### src/rtl/serial_audio_rx.sv
module serial_audio_rx #(
  parameter int MAX_SLOTS = 8,
  localparam int WORD_W = 32,
  localparam int BIT_W = $clog2(WORD_W),
  localparam int SLOT_W = $clog2(MAX_SLOTS),
  localparam int POS_W = SLOT_W + BIT_W + 1
) (
  input  logic              sclk,
  input  logic              rst_n,
  input  logic              ws,
  input  logic              sd,
  input  logic [1:0]        fmt,
  input  logic [1:0]        width_sel,
  input  logic [SLOT_W-1:0] slot_left,
  input  logic [SLOT_W-1:0] slot_right,
  output logic [WORD_W-1:0] left_out,
  output logic [WORD_W-1:0] right_out,
  output logic              valid
);

  localparam logic [1:0] FMT_I2S = 2'd0;
  localparam logic [1:0] FMT_LJ  = 2'd1;
  localparam logic [1:0] FMT_RJ  = 2'd2;
  localparam logic [1:0] FMT_TDM = 2'd3;
  localparam logic [POS_W-1:0] POS_IDLE = '1;

  logic              ws_d, seen;
  logic [WORD_W-1:0] sr;
  logic [POS_W-1:0]  pos, idx, pos_nx;
  logic [BIT_W-1:0]  lastbit;
  logic              cap_l, cap_r;

  wire              ws_edge = seen && (ws != ws_d);
  wire [WORD_W-1:0] sr_nx   = {sr[WORD_W-2:0], sd};
  wire [WORD_W-1:0] raw     = (fmt == FMT_RJ) ? sr : sr_nx;
  wire              hit_std = (idx == {{(SLOT_W+1){1'b0}}, lastbit});
  wire              hit_l   = (idx == {1'b0, slot_left, lastbit});
  wire              hit_r   = (idx == {1'b0, slot_right, lastbit});

  function automatic logic [WORD_W-1:0] sext(input logic [WORD_W-1:0] r, input logic [1:0] w);
    case (w)
      2'd0:    sext = {{16{r[15]}}, r[15:0]};
      2'd1:    sext = {{12{r[19]}}, r[19:0]};
      2'd2:    sext = {{8{r[23]}},  r[23:0]};
      default: sext = r;
    endcase
  endfunction

  always_comb begin
    case (width_sel)
      2'd0:    lastbit = BIT_W'(15);
      2'd1:    lastbit = BIT_W'(19);
      2'd2:    lastbit = BIT_W'(23);
      default: lastbit = BIT_W'(31);
    endcase
  end

  always_comb begin
    idx = (fmt == FMT_LJ && ws_edge) ? '0 : pos;
    if ((fmt == FMT_I2S && ws_edge) || (fmt == FMT_TDM && ws))
      pos_nx = '0;
    else if (idx != POS_IDLE)
      pos_nx = idx + 1'b1;
    else
      pos_nx = idx;
  end

  always_comb begin
    case (fmt)
      FMT_I2S: begin cap_l = hit_std && !ws_d; cap_r = hit_std && ws_d; end
      FMT_LJ:  begin cap_l = hit_std && ws;    cap_r = hit_std && !ws;  end
      FMT_RJ:  begin cap_l = ws_edge && ws_d;  cap_r = ws_edge && !ws_d; end
      default: begin cap_l = hit_l;            cap_r = hit_r;           end
    endcase
  end

  always_ff @(posedge sclk or negedge rst_n) begin
    if (!rst_n) begin
      ws_d      <= 1'b0;
      seen      <= 1'b0;
      sr        <= '0;
      pos       <= POS_IDLE;
      left_out  <= '0;
      right_out <= '0;
      valid     <= 1'b0;
    end else begin
      ws_d  <= ws;
      seen  <= 1'b1;
      sr    <= sr_nx;
      pos   <= pos_nx;
      valid <= cap_r;
      if (cap_l) left_out  <= sext(raw, width_sel);
      if (cap_r) right_out <= sext(raw, width_sel);
    end
  end

endmodule

### config.mk
export PLATFORM = sky130hd
export DESIGN_NAME = serial_audio_rx
export DESIGN_NICKNAME = d
export VERILOG_FILES = /design/src/rtl/serial_audio_rx.sv
export SDC_FILE = /design/constraint.sdc
export NUM_CORES = 1
export LEC_CHECK = 0
export ABC_AREA = 1
export BUFFER_PORTS_ARGS = -buffer_cell sky130_fd_sc_hd__buf_2
export CAP_MARGIN = 40
export CORE_ASPECT_RATIO = 1.5
export CORE_MARGIN = 2
export CORE_UTILIZATION = 40
export CTS_CLUSTER_SIZE = 16
export DETAILED_ROUTE_END_ITERATION = 10
export MAX_ROUTING_LAYER = met4
export PLACE_DENSITY = 0.65
export SLEW_MARGIN = 15
export SYNTH_ARGS = -nofsm -noshare
export SYNTH_HDL_FRONTEND = slang
export SYNTH_SLANG_ARGS = --single-unit
### constraint.sdc
create_clock -name sclk -period 3.32 [get_ports sclk]
set_clock_uncertainty 0.05 [all_clocks]
set_input_delay 0.332 -clock sclk [delete_from_list [all_inputs] [get_ports sclk]]
set_output_delay 0.332 -clock sclk [all_outputs]
set_load 0.02 [all_outputs]
Yosys cells after proc, flatten, opt, wreduce, memory -nomap -nowiden. Cells that the tools add are included.

Add/sub/neg operators: 1. Equality and inequality tests: 10. Mux-type cells: 8. Reductions and logical operators: 15.

Operator list (number): $pmux 32 s3 (1); $mux 32 (1); $mux 9 (3); $eq 9x8->1 (2); $pmux 5 s3 (1); $logic_and 1x1->1 (10); $add 9x1->9 const B (1); $eq 9x5->1 (1); $ne 9x9->1 const B (1); $eq 2x2->1 const B (3); $pmux 1 s3 (2); $eq 2x1->1 const B (2); $logic_not 2->1 (2); $logic_not 1->1 (2); $logic_or 1x1->1 (1); $ne 1x1->1 (1).

Flip-flop bits (word level): 108. Input port bits: 14. Word-level logic and storage cells: 41.

Depth between registers and ports, before layout.
Depth in word-level cells: 7. Depth in mapped cells: 16.

Worst setup path before layout. No wires, ideal clock.

Path type: register to register. Start: register ws_d. End: register pos[0]. Library setup time: 67 ps. Arrival time: 2115 ps. Required time: 3203 ps. Slack: 1088 ps. Stages on the path, launching flop included: 16. Cells stage by stage: dfrtp_1 inv_2 nand2_1 nand3_2 buf_6 buf_6 inv_1 nor2_2 ha_1 nand2_1 nor2_1 nand3_1 nor2_1 nand2_2 xnor2_1 nor2_1.

Longest elaborated chain between the ends: 7.

Ends and longest elaborated chain: from (decl) (line 27) `logic ws_d, seen;`; from (signal assigned) (line 87) `ws_d <= ws;`; $ne 1x1->1 (*) (line 33) `wire ws_edge = seen && (ws != ws_d);`; $logic_and 1x1->1 (*) (line 33); $logic_and 1x1->1 (line 59) `idx = (fmt == FMT_LJ && ws_edge) ? '0 : pos;`; $mux 9 (line 59); $add 9x1->9 or $ne 9x9->1 (tied branches) (line 63, 62); $mux 9 (line 62) `else if (idx != POS_IDLE)`; $mux 9 (*) (line 60) `if ((fmt == FMT_I2S && ws_edge) || (fmt == FMT_TDM && ws))`; via pos_nx[0] (line 29) `logic [POS_W-1:0] pos, idx, pos_nx;`; to (signal assigned) (line 90) `pos <= pos_nx;`; to (decl) (line 29).

Mark *: on every way through the listed nets, which the timed path passes. The rest lies on a longest branch. A chain may end at the register's enable or synchronous reset.

Worst setup path after layout.
Start: register ws_d. End: register left_out[18].

Longest elaborated chain between the ends: 7.

Ends and longest elaborated chain: $ne 1x1->1 (line 33); $logic_and 1x1->1 (line 33); $logic_and 1x1->1 (line 59); $mux 9 (line 59); $eq 9x5->1 (line 36) `wire hit_std = (idx == {{(SLOT_W+1){1'b0}}, lastbit});`; $logic_and 1x1->1, on equally long branches (line 71, 70); $pmux 1 s3 (*) (line 69) `case (fmt)`; to (signal assigned) (line 92) `if (cap_l) left_out <= sext(raw, width_sel);`; to (decl) (line 16) `output logic [WORD_W-1:0] left_out,`.

Every way passes the cells marked *; elsewhere a longest branch is shown, timed or not.

==> out/metrics.csv <==
metric,value,unit
status,finished clean,
grt_pass1_wl,22.0,mm
clk_pin_slew_worst_paths,0.08,ns
dp_hpwl,9.15,mm
syn_inst,592,
syn-num-nets,612,
synth_edf_count,0,
die_x,95.8,µm
synth_common_cells,"nand2_1, dfrtp_1, nand4_1",
synth_top_area_share,49.0,%
p_leak,3.13,nW
switching_share,33.2,%
pwr-share-seq,43.1,%
dr.pass1.iters,5,
ys_ff_latch,108,
yosys-top-cells-area,"dfrtp_1, nand2_1, nand4_1",
antenna_found_initial,0,
port_buffers,78,
vias,4358,
n_antenna_cell,0,
internal-power,0.00274,W
cp_max_fo,32,
first_global_vias,4414,
drt_iter0_drc,270,
ys_types,30,
tightest_slew,0.780,ns
core,0.0124,mm²
io_pins,79,
cts_buffer_depth,2,
cp-start-kind,register,
initial_core_util,40.8,%
yosys.area.top_type,dfrtp_1,
rr_endpoint,left_out[18],
clock_sinks,108,
min_period,2.59,ns
cts_max_level,3,
ant_nets,0,
cts_resized,0,
yosys_most_used_dff,dfrtp_1,
setup.worst_path.class,register to register,
clk_latency,0.35,ns
clockRootBuffer,clkbuf_16,
powerDensity,698,mW/mm²
hold_path_class,primary input to async pin,
grt_use_total,21.6,%
wirelength,13.5,mm
yosys_warnings,0,
syn_area_per_cell,8.54,µm²
synthMostInstantiatedCell,nand2_1,
p_comb_share,26.1,%
post-cts-setup-buffer-count,0,
grt_overflow_total,0,
cap_violations,0,
synthArstFlopShare,100,%
die_h,142,µm
drc,0,
finalNetCount,679,
gp_congestion,0.908,
drive_gt1_share,19.7,%
row_count,50,
worst_hold_slack,0.00220,ns
cts_buffers,9,
final-hold-violation-count,0,
cp.required,3.51,ns
wl_per_cell,16.4,µm
clock_power_share,30.8,%
worstRegToRegCells,11,
dp_slack,0.661,ns
die_area,0.0136,mm²
clock.fmax,385,MHz
p_switching,0.00136,W
critPathCaptureType,register,
period_share,78.1,%
cp-endpoint,left_out[18],
maxSlewViolCount,0,
crit_arrival,2.78,ns
seq_area_frac_synth,53.7,%
slew_headroom,48.0,%
startpoint,ws_d,
setup_tns,0,ns
cts_hold_buf,0,
ir_drop,297,µV
r2r_slack,0.73,ns
rsz0062_at_grt,no,
setup_ws,0.726,ns
setup_viol,0,
cts_tree,yes,
grt_max_degree,62,
timing.rr.start,ws_d,
post_drt_via_cell_ratio,5.31,
syn_area,0.00506,mm²
area_growth,16.4,%
[layout by cell type (no fill, tap or decap), drive strengths merged]
cell / synthesis / final
nand2: 195 / 195
dfrtp: 99 / 99
buf: 22 / 89
nand4: 65 / 65
o21ai: 48 / 48
inv: 42 / 43
nor2: 43 / 43
nand3: 32 / 32
clkbuf: 11 / 10
dfstp: 9 / 9
ha: 6 / 6
a21oi: 6 / 6
xor2: 4 / 4
o22ai: 3 / 3
bufinv: 0 / 3
clkinv: 0 / 2
nor3: 1 / 1
o21bai: 1 / 1
a31oi: 1 / 1
xnor2: 1 / 1
mux2i: 1 / 1
or2: 1 / 1
conb: 1 / 1
[metal layers]
metal	vias to the layer above	global-route usage, %	wire length [µm]
met2	132	36.7	7190
met4	0	8.95	337
li1	2093	-	-
met1	2103	25.7	5370
met3	30	2.71	571
met5	-	-	0
[flip-flops by register name (all words and copies together) (netlist names)]
register	count
right_out	32
seen	1
left_out	32
valid	1
sr	32
pos	9
ws_d	1
[logic make-up (layout without fill, tap and decap cells)]
group	count (synthesis)	in the layout	share of synthesized area, %
multiplexers	1	1	0.198
buffers and inverters	75	147	7.10
AND/OR/NAND/NOR	337	337	30.5
XOR/XNOR	5	5	0.866
other	1	1	0.0742
AO/OA/AOI/OAI	59	59	6.06
adder cells (fa/ha/maj)	6	6	1.48
flip-flops	108	108	53.7
[critical path: stages, from the launching register on]
cell     delay (ns)
dfrtp_1        0.42
a21oi_2        0.17
nand3_2        0.19
inv_1          0.17
nor2_1         0.06
ha_1           0.24
nand3_2        0.11
nor2_4         0.06
nand3_1        0.08
nand3_2        0.56
nand2_1        0.28
nand2_1        0.07
[cell type report]
| class | count | area [µm²] |
|---|---|---|
| clock buffers | 10 | 239 |
| flip-flops and latches | 108 | 2710 |
| multi-input cells | 409 | 1980 |
| repair buffers | 89 | 475 |
| clock inverters | 6 | 120 |
| fillers | 1209 | 6500 |
| well taps | 156 | 195 |
| inverters | 42 | 158 |
[how the worst min path moves through the flow]
stage	from	end	slack, ns	cells after the start
after floorplan	rst_n	left_out[0]	-0.01	0
after global placement	sr[2]	sr[3]	0.31	0
after detailed placement	sr[0]	sr[1]	0.31	0
after CTS	rst_n	left_out[6]	0.04	1
after global routing	rst_n	left_out[6]	0.06	1
final	rst_n	left_out[4]	0.002	1
[stage by stage]
step / area (µm²) / instances / power [W] / utilization, %
floorplan: 5060 / 592 / 0.00246 / -
global placement: 5530 / 804 / 0.00285 / 44.6
detailed placement: 5530 / 804 / 0.00287 / 44.6
CTS: 5880 / 820 / 0.00414 / 47.5
global route: 5880 / 820 / 0.00433 / 47.5
finish: 5880 / 820 / 0.00411 / 47.5
[power by group through the flow]
stage / Sequential (W) / Clock [W] / Combinational [W]
after CTS: 0.00177 / 0.00129 / 0.00109
after floorplan: 0.00206 / 0 / 0.000401
after detailed placement: 0.00179 / 0 / 0.00108
after global placement: 0.00178 / 0 / 0.00106
after global routing: 0.00180 / 0.00134 / 0.00119
final: 0.00177 / 0.00126 / 0.00107
No activity file was read; power rests on OpenSTA's default activity.
